--- config.mk ---
export PLATFORM = sky130hd
export DESIGN_NAME = pin_xbar
export DESIGN_NICKNAME = d
export VERILOG_FILES = /design/src/rtl/xbar_pkg.sv /design/src/rtl/xbar_sel_bank.sv /design/src/rtl/xbar_in_route.sv /design/src/rtl/xbar_out_route.sv /design/src/rtl/pin_xbar.sv
export SDC_FILE = /design/constraint.sdc
export NUM_CORES = 1
export LEC_CHECK = 0
export CORE_MARGIN = 1.5
export CORE_UTILIZATION = 32
export CTS_BUF_LIST = sky130_fd_sc_hd__clkbuf_4 sky130_fd_sc_hd__clkbuf_8 sky130_fd_sc_hd__clkbuf_16
export DETAILED_ROUTE_END_ITERATION = 10
export DONT_BUFFER_PORTS = 1
export GPL_TIMING_DRIVEN = 1
export HOLD_SLACK_MARGIN = 0.12
export PLACE_DENSITY = 0.5
export SYNTH_ARGS = -nofsm -noshare
export SYNTH_HDL_FRONTEND = slang
export SYNTH_HIERARCHICAL = 1
export SYNTH_SLANG_ARGS = --single-unit
--- constraint.sdc ---
create_clock -name clk -period 1.61 [get_ports clk]
set_input_delay 0.161 -clock clk [delete_from_list [all_inputs] [get_ports clk]]
set_output_delay 0.161 -clock clk [all_outputs]
set_load 0.01 [all_outputs]
--- src/rtl/xbar_pkg.sv ---
package xbar_pkg;
   // Bus operation as decoded at the register port.
   typedef enum logic [1:0] {
      OP_IDLE  = 2'd0,
      OP_READ  = 2'd1,
      OP_WRITE = 2'd2
   } xbar_op_e;

   // Number of bits needed to count to n (at least 1).
   function automatic int bits_for(input int n);
      int b;
      b = 1;
      while ((1 << b) < n) b++;
      return b;
   endfunction
endpackage

--- src/rtl/xbar_sel_bank.sv ---
module xbar_sel_bank #(
   parameter int NREG   = 12,
   parameter int REG_W  = 4,
   parameter int ADDR_W = 4
) (
   input  logic                    clk,
   input  logic                    rst_n,
   input  logic                    wr_stb,
   input  logic [ADDR_W-1:0]       wr_addr,
   input  logic [REG_W-1:0]        wr_data,
   output logic [NREG*REG_W-1:0]   live_q,
   output logic                    mismatch_q
);
   localparam int FLAT_W = NREG * REG_W;

   logic [FLAT_W-1:0] shadow_q;
   logic [FLAT_W-1:0] wr_mask;
   logic [FLAT_W-1:0] wr_fill;

   // Expand the addressed write into a mask and replicated data.
   always_comb begin
      wr_mask = '0;
      wr_fill = '0;
      for (int r = 0; r < NREG; r++) begin
         wr_fill[r*REG_W +: REG_W] = wr_data;
         if (wr_stb && (wr_addr == ADDR_W'(r)))
            wr_mask[r*REG_W +: REG_W] = '1;
      end
   end

   // Live and shadow copies move together, only on accepted writes.
   always_ff @(posedge clk) begin
      if (!rst_n) begin
         live_q     <= '0;
         shadow_q   <= '0;
         mismatch_q <= 1'b0;
      end else begin
         live_q     <= (live_q & ~wr_mask) | (wr_fill & wr_mask);
         shadow_q   <= (shadow_q & ~wr_mask) | (wr_fill & wr_mask);
         mismatch_q <= (live_q != shadow_q);
      end
   end
endmodule

--- src/rtl/xbar_in_route.sv ---
module xbar_in_route #(
   parameter int N_IN_FN = 4,
   parameter int N_PINS  = 8,
   parameter int REG_W   = 4
) (
   input  logic [N_PINS-1:0]        pin_in,
   input  logic [N_IN_FN*REG_W-1:0] sel_flat,
   output logic [N_IN_FN-1:0]       periph_in
);
   for (genvar gi = 0; gi < N_IN_FN; gi++) begin : g_in
      logic [REG_W-1:0] sel;
      assign sel = sel_flat[gi*REG_W +: REG_W];
      // Unmatched (out-of-range) selects fall through to 0.
      always_comb begin
         periph_in[gi] = 1'b0;
         for (int p = 0; p < N_PINS; p++)
            if (sel == REG_W'(p)) periph_in[gi] = pin_in[p];
      end
   end
endmodule

--- src/rtl/xbar_out_route.sv ---
module xbar_out_route #(
   parameter int N_PINS   = 8,
   parameter int N_OUT_FN = 5,
   parameter int REG_W    = 4
) (
   input  logic [N_OUT_FN-1:0]     periph_out,
   input  logic [N_PINS*REG_W-1:0] code_flat,
   output logic [N_PINS-1:0]       pin_out,
   output logic [N_PINS-1:0]       pin_oe
);
   for (genvar gp = 0; gp < N_PINS; gp++) begin : g_pin
      logic [REG_W-1:0] code;
      assign code = code_flat[gp*REG_W +: REG_W];
      // Code 0 and undefined codes leave the pin disconnected.
      always_comb begin
         pin_out[gp] = 1'b0;
         pin_oe[gp]  = 1'b0;
         for (int f = 0; f < N_OUT_FN; f++) begin
            if (code == REG_W'(f + 1)) begin
               pin_out[gp] = periph_out[f];
               pin_oe[gp]  = 1'b1;
            end
         end
      end
   end
endmodule

--- src/rtl/pin_xbar.sv ---
module pin_xbar #(
   parameter int N_PINS   = 8,
   parameter int N_IN_FN  = 4,
   parameter int N_OUT_FN = 5,
   parameter int REG_W    = 4,
   parameter int ADDR_W   = 4
) (
   input  logic                 clk,
   input  logic                 rst_n,
   input  logic                 cfg_lock,
   input  logic                 bus_req,
   input  logic                 bus_we,
   input  logic [ADDR_W-1:0]    bus_addr,
   input  logic [REG_W-1:0]     bus_wdata,
   output logic                 bus_ack,
   output logic [REG_W-1:0]     bus_rdata,
   input  logic [N_PINS-1:0]    pin_in,
   output logic [N_PINS-1:0]    pin_out,
   output logic [N_PINS-1:0]    pin_oe,
   input  logic [N_OUT_FN-1:0]  periph_out,
   output logic [N_IN_FN-1:0]   periph_in,
   output logic                 mismatch_req
);
   import xbar_pkg::*;

   localparam int NREG   = N_IN_FN + N_PINS;
   localparam int FLAT_W = NREG * REG_W;
   localparam int IN_W   = N_IN_FN * REG_W;

   // Elaboration-time parameter checks.
   if (REG_W < bits_for(N_PINS))
      $error("REG_W too narrow for pin index");
   if ((1 << REG_W) <= N_OUT_FN)
      $error("REG_W too narrow for output codes");
   if ((1 << ADDR_W) < NREG)
      $error("ADDR_W too narrow for register count");

   xbar_op_e          op;
   logic              addr_ok;
   logic              wr_stb;
   logic [REG_W-1:0]  rd_mux;
   logic [FLAT_W-1:0] live_flat;

   // Full address decode needs no range compare.
   if (NREG == (1 << ADDR_W)) begin : g_full_map
      assign addr_ok = 1'b1;
   end else begin : g_part_map
      assign addr_ok = (bus_addr < ADDR_W'(NREG));
   end

   always_comb begin
      if (!bus_req)    op = OP_IDLE;
      else if (bus_we) op = OP_WRITE;
      else             op = OP_READ;
   end

   assign wr_stb = (op == OP_WRITE) && addr_ok && !cfg_lock;

   always_comb begin
      rd_mux = '0;
      for (int r = 0; r < NREG; r++)
         if (bus_addr == ADDR_W'(r)) rd_mux = live_flat[r*REG_W +: REG_W];
   end

   always_ff @(posedge clk) begin
      if (!rst_n) begin
         bus_ack   <= 1'b0;
         bus_rdata <= '0;
      end else begin
         bus_ack   <= (op != OP_IDLE);
         bus_rdata <= (op == OP_READ && addr_ok) ? rd_mux : '0;
      end
   end

   xbar_sel_bank #(.NREG(NREG), .REG_W(REG_W), .ADDR_W(ADDR_W)) u_bank (
      .clk        (clk),
      .rst_n      (rst_n),
      .wr_stb     (wr_stb),
      .wr_addr    (bus_addr),
      .wr_data    (bus_wdata),
      .live_q     (live_flat),
      .mismatch_q (mismatch_req)
   );

   xbar_in_route #(.N_IN_FN(N_IN_FN), .N_PINS(N_PINS), .REG_W(REG_W)) u_in (
      .pin_in    (pin_in),
      .sel_flat  (live_flat[IN_W-1:0]),
      .periph_in (periph_in)
   );

   xbar_out_route #(.N_PINS(N_PINS), .N_OUT_FN(N_OUT_FN), .REG_W(REG_W)) u_out (
      .periph_out (periph_out),
      .code_flat  (live_flat[FLAT_W-1:IN_W]),
      .pin_out    (pin_out),
      .pin_oe     (pin_oe)
   );
endmodule

After elaboration in Yosys (flattened, before gate mapping)
Cells that the tools add are included.
{ "totals": {"ff_bits": 102, "input_bits": 26, "output_inout_bits": 26} }
{ "classes": {"n_lt_le_gt_ge": 1, "n_eq_ne": 82, "muxes": 138, "n_bitwise": 6, "n_reduce_logical": 23} }
{ "ops": {"columns": ["cell", "n"], "rows": [
  ["$and A48 B48 Y48", 3],
  ["$eq A4 B3 Y1 const B", 36],
  ["$mux W1", 112],
  ["$eq A4 B2 Y1 const B", 26],
  ["$mux W4", 24],
  ["$or A48 B48 Y48", 2],
  ["$eq A4 B1 Y1 const B", 13],
  ["$ne A48 B48 Y1", 1],
  ["$not A48 Y48", 1],
  ["$logic_not A4 Y1", 5],
  ["$eq A4 B4 Y1 const B", 4],
  ["$logic_and A1 B1 Y1", 15],
  ["$lt A4 B4 Y1 const B", 1],
  ["$mux W2", 2],
  ["$eq A2 B1 Y1 const B", 1],
  ["$eq A2 B2 Y1 const B", 1],
  ["$reduce_and A2 Y1", 1],
  ["$reduce_bool A2 Y1", 1],
  ["$logic_not A1 Y1", 1]
]} }

Depth between registers and ports, before layout
Gate-level depths: netlist (run 1).
{ "depth": {"ltp_word": 13, "mapped_depth": 8} }

By module
The synthesis (run 1) kept the hierarchy.
{ "by_module_without_submodules": {"columns": ["mod", "instances", "cells_per_inst", "area_per_inst_um2"], "rows": [
  ["xbar_sel_bank", 1, 183, 1816.7],
  ["pin_xbar", 1, 104, 763.2],
  ["xbar_out_route", 1, 86, 506.7],
  ["xbar_in_route", 1, 32, 295.3]
]} }

Least setup slack after synthesis (run 1)
Ideal clock, no wire load.
{ "synth_timing": {"path_type": "flip-flop to output port", "startpoint": "reg with a tool-made name", "endpoint": "out pin_out[7]", "arrival_time_ps": 1184, "required_ps": 1449, "path_slack_ps": 265, "path_stages_with_launch": 4, "cell_sequence": "dfxtp_1 -> a21oi_2 -> or4_1 -> a32oi_1"} }
{ "synth_lines": {"columns": ["item", "line_no", "text"], "rows": [
  ["end, declared", "pin_xbar.sv:18", "output logic [N_PINS-1:0] pin_out,"]
]} }

==> results.py, run 1 <==
metrics = {
    "outcome": {
        "outcome": "finished, violations left",
        "failed_checks": "setup timing",
    },
    "floorplan": {
        "die-area_mm2": 0.0112,
        "dieWidth_um": 106,
        "core-area_mm2": 0.0103,
        "fp-row-count": 37,
        "pin_count": 52,
        "dieHeight_um": 106,
        "initial_core_util_pct": 32.9,
    },
    "sta": {
        "min_period_ns": 1.63,
        "finalHoldViolCount": 0,
        "fin_crit_sh_pct": 102,
        "slew_viol_final": 0,
        "max_freq_mhz": 612,
        "grt_setup_unrepaired": "true",
        "tightest_slew_ns": 0.636,
        "fin_ws_ns": -0.0245,
        "setup_tns_ns": -0.0624,
        "finClkSkew_ns": 0.00877,
        "slew_headroom_pct": 57.5,
        "setup_violations": 5,
    },
    "drt": {
        "drcViolationCount": 0,
        "drtIter0Drc": 186,
        "wl_per_cell_um": 18.7,
        "via_per_inst": 5.53,
        "ant_nets": 0,
        "drt_wl_total_um": 10200,
        "dr.pass1.iters": 5,
        "vias": 3029,
    },
    "layout": {
        "area_delta_synth_final_pct": 13.7,
        "final_net_count": 437,
        "num-fill-cells": 1069,
        "drive_gt1_share_pct": 22.6,
        "final_area_mm2": 0.00384,
        "antenna_cells": 0,
        "final_cells": 548,
    },
    "worst_setup_path": {
        "critPathCaptureType": "output port",
        "critPathTopFamily": "simple AND/OR/NAND/NOR gates",
        "critPathRequiredTime_ns": 1.45,
        "reg2regPathDepth": 6,
        "critPathLaunchType": "register",
        "reg2reg_to": "bus_rdata[0]",
        "r2r_slack_ns": 0.26,
        "crit_buf_inv": 0,
        "cp_slowest_stage_delay_ns": 0.55,
        "critPathKind": "reg2out",
        "arrival_ns": 1.47,
        "crit_path_max_fanout": 5,
        "worstPathCellList": "or4_1 -> a32oi_2",
        "slowest_stage": "or4_1",
    },
    "clock_network": {
        "cts.sinks": 53,
        "clock_latency_ns": 0.31,
        "tritoncts": "done",
        "numCtsBuffers": 5,
        "root_buffer": "clkbuf_8",
        "htree_levels": 2,
        "cts-root-to-sink-buffers": 2,
        "clk_pin_slew_worst_paths_ns": 0.10,
    },
    "hold_path": {
        "holdPathEnd": "bus_rdata[2]",
        "hold_depth": 3,
        "hold_class": "in2reg",
        "hold_start": "bus_addr[0]",
    },
    "yosys": {
        "synth-edff-count": 0,
        "post-synth-top-count-cell": "nand2_1",
        "synthXorXnorAreaFrac_pct": 0,
        "synth.area.top_cells": "dfxtp_1 31%, mux2i_1 17%, nand2_1 8.7%",
        "synth_fa_ha_area_share_pct": 0,
        "ys_async_sr_fraction_pct": 0,
        "synth-compound-area-share_pct": 17.1,
        "synth_simple_gate_area_share_pct": 23.4,
        "synth_top_cell_by_area": "dfxtp_1",
        "synth_top_area_share_pct": 31.4,
        "seq_area_frac_synth_pct": 31.4,
        "synth.ff_latch_count": 53,
        "muxShareOfSynthArea_pct": 22.7,
        "synth_flop_cell": "dfxtp_1",
        "syn_nets": 431,
        "syn_area_mm2": 0.00338,
        "yosys-top-cells-count": "78 x nand2_1, 59 x mux2i_1, 53 x dfxtp_1",
        "synth.avg_cell_area_um2": 8.35,
        "synth_top_family_by_area": "simple AND/OR/NAND/NOR gates",
        "synth.distinct_cells": 51,
        "synth_cells": 405,
        "synth_warnings": 6,
    },
    "place": {
        "routabilityCongestion": 0.840,
        "portBuffers": 0,
        "pre_cts_ws_ns": 0.156,
        "dp_cells": 529,
        "dp_hpwl_um": 7010,
        "placed_area_mm2": 0.00349,
    },
    "grt": {
        "grt_max_degree": 50,
        "grtUsageTotal_pct": 18.3,
        "grt_pass1_wl_um": 15900,
        "overflow": 0,
        "antenna_found_initial": 0,
        "grt_pass1_vias": 2867,
    },
    "power": {
        "irDropWorstVdd_uv": 371,
        "seq_power_share_pct": 56.9,
        "p_comb_share_pct": 10.0,
        "p_leak_uw": 0.00142,
        "clock_power_share_pct": 33.1,
        "swShare_pct": 25.4,
        "switchingPower_uw": 586,
        "power_density_mw_per_mm2": 601,
        "intPower_uw": 1720,
    },
    "flow_run": {
        "maxCapViolCount": 0,
    },
}
-- cell families after synthesis --
| kind of cell | after synthesis |
|---|---|
| compound gates | 83 |
| mux | 67 |
| buf+inv | 31 |
| other cells | 1 |
| simple gates | 170 |
| flops | 53 |
-- timing repair --
item,in CTS,in global routing
endpoints found under the setup margin,11,12
hold buffers,4,0
buffers inserted,2,5
gates resized for setup,39,34
pin swaps,7,8
endpoints found under the hold margin,51,0
-- routing by layer --
layer / track usage [%] / routed length [um]
met1: 25.9 / 4840
met5: 0 / 0
met3: 4.39 / 697
met2: 28.2 / 4610
met4: 4.05 / 98
-- worst max-delay path by stage --
stage              from           end  slack (ns)  depth (start not counted)
3_3_place_gp   register    pin_out[7]        0.18                          3
3_5_place_dp   register  periph_in[1]        0.16                          4
6_report       register    pin_out[7]       -0.02                          2
2_1_floorplan  register    pin_out[7]        0.26                          3
4_1_cts        register    pin_out[7]       -0.04                          3
5_1_grt        register  periph_in[3]        -0.1                          4
-- final cells by class --
type                    instances  area (um^2)  area share [%]
clock buffers                   6         76.3            1.99
clock inverters                 2         10.0           0.260
inverters                       6         22.5           0.586
multi-input cells             321         2250            58.5
flip-flops and latches         53         1120            29.1
well taps                     136          170            4.43
repair buffers                 24          200            5.21
-- power groups by stage --
stage	clock network, uW	logic (uW)	registers (uW)
floorplan	0	208	1350
global route	837	252	1320
finish	765	232	1310
global placement	0	192	1360
detailed placement	0	193	1360
CTS	787	229	1320
-- through the flow --
stage | total power, uW | hold WS, ns | utilization (%)
2_1_floorplan | 1560 | 0.305 | -
3_3_place_gp | 1550 | 0.319 | 34.0
3_5_place_dp | 1550 | 0.323 | 34.0
4_1_cts | 2340 | 0.123 | 36.3
5_1_grt | 2400 | 0.131 | 37.4
6_report | 2310 | 0.126 | 37.4
-- placed cells by master, fill, tap and decap left out, types with 2 or more instances in the layout --
cell	n
a311oi_1	4
and2b_1	2
o21ai_1	9
o22ai_1	8
o221ai_1	4
dlygate4sd3_1	3
nor3b_2	5
mux2i_1	59
dfxtp_2	24
inv_1	6
clkbuf_8	5
o21a_1	4
a222oi_1	2
nand3b_1	4
nand3_1	2
o32a_1	3
a22oi_1	2
or2b_1	2
a21oi_1	10
mux2_1	2
dfxtp_1	22
nand2_1	78
a221oi_2	2
nor3_1	11
a31oi_2	2
nand2b_1	10
dfxtp_4	7
and3b_1	2
mux4_2	5
nor2_1	35
a211oi_1	9
buf_4	20
a21o_1	4
or3b_4	3
nor3b_4	3
nor2_2	8
clkinv_2	2
o31ai_1	2
a21boi_0	3
o21ai_0	10
-- tightest hold or removal path, stage by stage --
cell and delay, ns:
o21ai_1 0.05, o21ai_1 0.07, a211oi_1 0.10
No activity file was read; power rests on OpenSTA's default activity.
==> run 2, diff against run 1 <==
--- a/config.mk
+++ b/config.mk
@@ -6,13 +6,14 @@
 export NUM_CORES = 1
 export LEC_CHECK = 0
 export CORE_MARGIN = 1.5
-export CORE_UTILIZATION = 32
+export CORE_UTILIZATION = 61
 export CTS_BUF_LIST = sky130_fd_sc_hd__clkbuf_4 sky130_fd_sc_hd__clkbuf_8 sky130_fd_sc_hd__clkbuf_16
 export DETAILED_ROUTE_END_ITERATION = 10
 export DONT_BUFFER_PORTS = 1
+export GPL_ROUTABILITY_DRIVEN = 0
 export GPL_TIMING_DRIVEN = 1
 export HOLD_SLACK_MARGIN = 0.12
-export PLACE_DENSITY = 0.5
+export PLACE_DENSITY = 0.81
 export SYNTH_ARGS = -nofsm -noshare
 export SYNTH_HDL_FRONTEND = slang
 export SYNTH_HIERARCHICAL = 1
==> run 2 against run 1 <==
Critical path type unchanged. Clock skew decreased by 0.0068 ns. The flow still finishes with violations (setup timing). Critical endpoint unchanged. Clock-buffer cell count unchanged. Critical path depth increased by 1.
==> results.py, run 2 (same netlist as run 1, synthesis figures left out) <==
metrics = {
    "power": {
        "irDropWorstVdd_uv": 770,
        "switchingPower_uw": 560,
        "seq_power_share_pct": 57.1,
        "power_density_mw_per_mm2": 621,
        "swShare_pct": 24.3,
        "p_comb_share_pct": 9.9,
        "p_leak_uw": 0.00138,
        "clock_power_share_pct": 33.0,
        "power_uw": 2300,
        "intPower_uw": 1740,
    },
    "layout": {
        "num-fill-cells": 420,
        "multi_input_area_mm2": 0.00226,
        "final_cells": 473,
        "drive_gt1_share_pct": 19.4,
        "final_net_count": 429,
        "area_delta_synth_final_pct": 9.66,
        "antenna_cells": 0,
        "mostFrequentLayoutCell": "nand2_1",
        "final_cell_mix": "77 x nand2_1, 59 x mux2i_1, 36 x nor2_1",
        "final_area_mm2": 0.00371,
        "layout.area.seq_mm2": 0.00110,
    },
    "drt": {
        "drt_wl_total_um": 9380,
        "via_per_inst": 6.66,
        "ant_nets": 0,
        "dr_wl_met2_um": 4400,
        "wl_met3_um": 700,
        "drcViolationCount": 0,
        "drtIter0Drc": 299,
        "wl_per_cell_um": 19.8,
        "dr.pass1.iters": 5,
        "vias": 3150,
        "wl_met1_um": 4140,
        "top_layer": "met4",
    },
    "place": {
        "pre_cts_ws_ns": 0.178,
        "placed_area_mm2": 0.00335,
        "dp_cells": 455,
        "portBuffers": 0,
        "dp_hpwl_um": 6050,
    },
    "grt": {
        "overflow": 0,
        "antenna_found_initial": 0,
        "grt_max_degree": 50,
        "grt_pass1_vias": 2812,
        "grt_pass1_wl_um": 14400,
        "grtUsageTotal_pct": 30.4,
    },
    "outcome": {
        "outcome": "finished, violations left",
        "failed_checks": "setup timing",
    },
    "sta": {
        "slew_headroom_pct": 59.3,
        "min_period_ns": 1.63,
        "max_freq_mhz": 614,
        "tightest_slew_ns": 0.609,
        "setup_violations": 1,
        "finalHoldViolCount": 0,
        "fin_crit_sh_pct": 101,
        "slew_viol_final": 0,
        "setup_tns_ns": -0.0195,
        "grt_setup_unrepaired": "true",
        "fin_ws_ns": -0.0195,
        "finClkSkew_ns": 0.00197,
    },
    "worst_setup_path": {
        "reg2reg_to": "bus_rdata[1]",
        "critPathCaptureType": "output port",
        "critPathKind": "reg2out",
        "crit_path_max_fanout": 7,
        "slowest_stage": "or4_1",
        "critPathLaunchType": "register",
        "critPathRequiredTime_ns": 1.45,
        "critPathTopFamily": "simple AND/OR/NAND/NOR gates",
        "worstPathCellList": "a21oi_2 -> or4_1 -> a32oi_2",
        "cp_slowest_stage_delay_ns": 0.48,
        "arrival_ns": 1.47,
        "reg2regPathDepth": 5,
        "crit_buf_inv": 0,
        "r2r_slack_ns": 0.18,
    },
    "hold_path": {
        "hold_class": "in2reg",
        "hold_depth": 3,
        "hold_start": "bus_addr[1]",
        "holdPathEnd": "bus_rdata[0]",
    },
    "floorplan": {
        "die-area_mm2": 0.00600,
        "pin_count": 52,
        "initial_core_util_pct": 64.6,
        "dieWidth_um": 77.5,
        "fp-row-count": 26,
        "core-area_mm2": 0.00524,
        "dieHeight_um": 77.5,
    },
    "clock_network": {
        "clk_pin_slew_worst_paths_ns": 0.09,
        "cts-root-to-sink-buffers": 2,
        "root_buffer": "clkbuf_8",
        "htree_levels": 2,
        "clock_latency_ns": 0.30,
        "numCtsBuffers": 5,
        "tritoncts": "done",
        "cts.sinks": 53,
    },
    "flow_run": {
        "maxCapViolCount": 0,
    },
}
-- run 2: cell types whose count changed in the layout (fill, tap and decap cells not counted), sizes merged --
cell,delta
clkinvlp,+1
clkinv,-2
buf,-8
-- run 2: area by class of cell --
type | instances | area share [%]
Multi-Input combinational cell | 321 | 61.1
Sequential cell | 53 | 29.8
Tap cell | 70 | 2.36
Timing Repair Buffer | 16 | 3.78
Inverter | 6 | 0.607
Clock buffer | 6 | 2.23
Clock inverter | 1 | 0.202
-- run 2: metrics by stage --
step | hold WS, ns | util (%)
after floorplan | 0.305 | -
after global routing | 0.129 | 70.8
after detailed placement | 0.321 | 63.9
final | 0.142 | 70.8
after global placement | 0.316 | 63.9
after CTS | 0.125 | 68.8
-- run 2: repair_timing --
| item | 4_1_cts | 5_1_grt |
|---|---|---|
| gates cloned | 0 | 0 |
| pin swaps | 6 | 4 |
| endpoints found under the setup margin | 11 | 12 |
| hold endpoints to repair | 51 | 0 |
| hold buffers | 4 | 0 |
| gates resized for setup | 32 | 28 |
| buffers inserted | 1 | 6 |
-- run 2: power groups by stage --
stage,sequential [uW],clock (uW),combinational [uW]
final,1320,759,228
after global routing,1320,817,242
after CTS,1320,765,218
after detailed placement,1360,0,180
after global placement,1360,0,177
after floorplan,1350,0,208
-- run 2: per-layer routing --
metal  GRT usage, %  vias to the layer above
li1               -                     1462
met1           41.5                     1524
met2           49.5                      149
met3           5.41                       15
met4           7.82                        0
met5              0                        -
-- run 2: tightest hold or removal path, cell delays in order --
cell      delay, ns
o22ai_1        0.08
nand2_1        0.09
a221oi_2       0.06
-- run 2: worst max-delay path by stage --
stage | startpoint | to | cells past startpoint
floorplan | register | pin_out[7] | 3
global placement | register | pin_out[7] | 3
detailed placement | register | pin_out[7] | 3
CTS | register | pin_out[7] | 3
global route | register | pin_out[7] | 3
finish | register | pin_out[7] | 3
==> run 3, diff against run 2 <==
--- a/config.mk
+++ b/config.mk
@@ -5,6 +5,7 @@
 export SDC_FILE = /design/constraint.sdc
 export NUM_CORES = 1
 export LEC_CHECK = 0
+export CORE_ASPECT_RATIO = 0.6
 export CORE_MARGIN = 1.5
 export CORE_UTILIZATION = 61
 export CTS_BUF_LIST = sky130_fd_sc_hd__clkbuf_4 sky130_fd_sc_hd__clkbuf_8 sky130_fd_sc_hd__clkbuf_16
==> run 3 against run 2 <==
The flow still finishes with violations (setup timing). Global-route usage rose by 2.0 points. Via count is 0.79% higher. Cell count decreased by 0.63%. Worst setup slack better by 0.0064 ns. First-iteration DRC count up 8.4%. Clock skew grew 0.0021 ns. Register-to-register slack hardly changed. Clock-buffer cell count did not move. Critical endpoint unchanged. Largest cell class unchanged.
==> results.py, run 3 (same netlist as run 1, synthesis figures left out) <==
metrics = {
    "layout": {
        "area_delta_synth_final_pct": 9.54,
        "mostFrequentLayoutCell": "nand2_1",
        "fin_util_pct": 71.2,
        "final_cell_mix": "78 x nand2_1, 59 x mux2i_1, 37 x nor2_1",
        "final_net_count": 429,
        "antenna_cells": 0,
        "num-fill-cells": 403,
        "final_cells": 470,
        "multi_input_area_mm2": 0.00226,
        "drive_gt1_share_pct": 19.6,
        "layout.area.seq_mm2": 0.00111,
    },
    "clock_network": {
        "clock_latency_ns": 0.31,
        "tritoncts": "done",
        "numCtsBuffers": 5,
        "clk_pin_slew_worst_paths_ns": 0.09,
        "cts.sinks": 53,
        "root_buffer": "clkbuf_8",
        "htree_levels": 2,
        "cts-root-to-sink-buffers": 2,
    },
    "grt": {
        "grt_max_degree": 50,
        "overflow": 0,
        "grtUsageTotal_pct": 32.3,
        "antenna_found_initial": 0,
        "grt_pass1_wl_um": 14700,
        "grt_pass1_vias": 2777,
    },
    "hold_path": {
        "hold_class": "in2reg",
        "hold_start": "bus_addr[3]",
        "hold_depth": 3,
    },
    "sta": {
        "tightest_slew_ns": 0.676,
        "min_period_ns": 1.62,
        "finalHoldViolCount": 0,
        "slew_headroom_pct": 54.8,
        "grt_setup_unrepaired": "true",
        "slew_viol_final": 0,
        "fin_crit_sh_pct": 101,
        "max_freq_mhz": 616,
        "finClkSkew_ns": 0.00411,
        "setup_violations": 1,
        "fin_ws_ns": -0.0132,
    },
    "place": {
        "portBuffers": 0,
        "pre_cts_ws_ns": 0.191,
        "dp_hpwl_um": 6490,
        "dp_cells": 452,
    },
    "worst_setup_path": {
        "reg2regPathDepth": 4,
        "crit_path_max_fanout": 8,
        "arrival_ns": 1.46,
        "critPathRequiredTime_ns": 1.45,
        "critPathCaptureType": "output port",
        "critPathKind": "reg2out",
        "critPathLaunchType": "register",
    },
    "power": {
        "irDropWorstVdd_uv": 359,
        "p_leak_uw": 0.00137,
        "power_density_mw_per_mm2": 624,
    },
    "drt": {
        "dr.pass1.iters": 6,
        "via_per_inst": 6.76,
        "drt_wl_total_um": 9640,
        "drtIter0Drc": 324,
        "wl_per_cell_um": 20.5,
        "ant_nets": 0,
        "vias": 3175,
        "drcViolationCount": 0,
    },
    "floorplan": {
        "core-area_mm2": 0.00520,
        "dieHeight_um": 60.7,
        "initial_core_util_pct": 65.0,
        "dieWidth_um": 99.1,
        "die-area_mm2": 0.00601,
        "pin_count": 52,
        "fp-row-count": 20,
    },
    "outcome": {
        "failed_checks": "setup timing",
        "outcome": "finished, violations left",
    },
    "flow_run": {
        "maxCapViolCount": 0,
    },
}
run 3: changes by cell type in the layout (fill, tap and decap cells not counted), sizes merged:
cell | previous run | this run
dlygate4sd3 | 3 | 5
buf | 13 | 11
clkinvlp | 1 | 2
run 3: cell type report:
type | count | area share, %
tap | 66 | 2.23
clock inverter | 2 | 0.405
sequential | 53 | 29.9
multi-input combinational | 321 | 60.9
inverter | 6 | 0.608
timing repair buffer | 16 | 3.92
clock buffer | 6 | 2.06
run 3: critical path, stage by stage, from the launching register on:
cell,delay (ns)
dfxtp_4,0.40
a21oi_2,0.05
or4_1,0.49
a32oi_2,0.23
run 3: final timing paths:
check                 end  slack [ns]
max reg2reg  bus_rdata[3]        0.17
max            pin_out[7]       -0.01
min          bus_rdata[2]        0.13
min reg2reg      register        0.49
run 3: power breakdown:
group,switching [uW],total (uW),internal [uW]
Clock,438,762,324
Sequential,8.69,1320,1310
Combinational,137,236,98.4
Total,584,2310,1730
run 3: layer usage:
layer	share of wire (%)	GRT usage, %	vias up
li1	-	-	1454
met2	43	48.3	186
met4	1.3	8.65	0
met5	0	0	-
met3	11	9.33	21
met1	45	46.4	1514
run 3: repair_timing:
item	in CTS	in global routing
setup buffers	0	4
hold endpoints to repair	52	0
gates resized for setup	38	25
hold buffers	6	0
setup endpoints to repair	11	11
pin swaps	5	4
run 3: stage by stage:
step	instance area [um^2]	TNS, ns	hold WS (ns)	total power, uW
detailed placement	3350	0	0.320	1540
finish	3700	-0.0132	0.134	2310
floorplan	3380	0	0.305	1560
global placement	3350	0	0.315	1530
CTS	3630	-0.0226	0.128	2310
global route	3700	-0.0859	0.134	2400
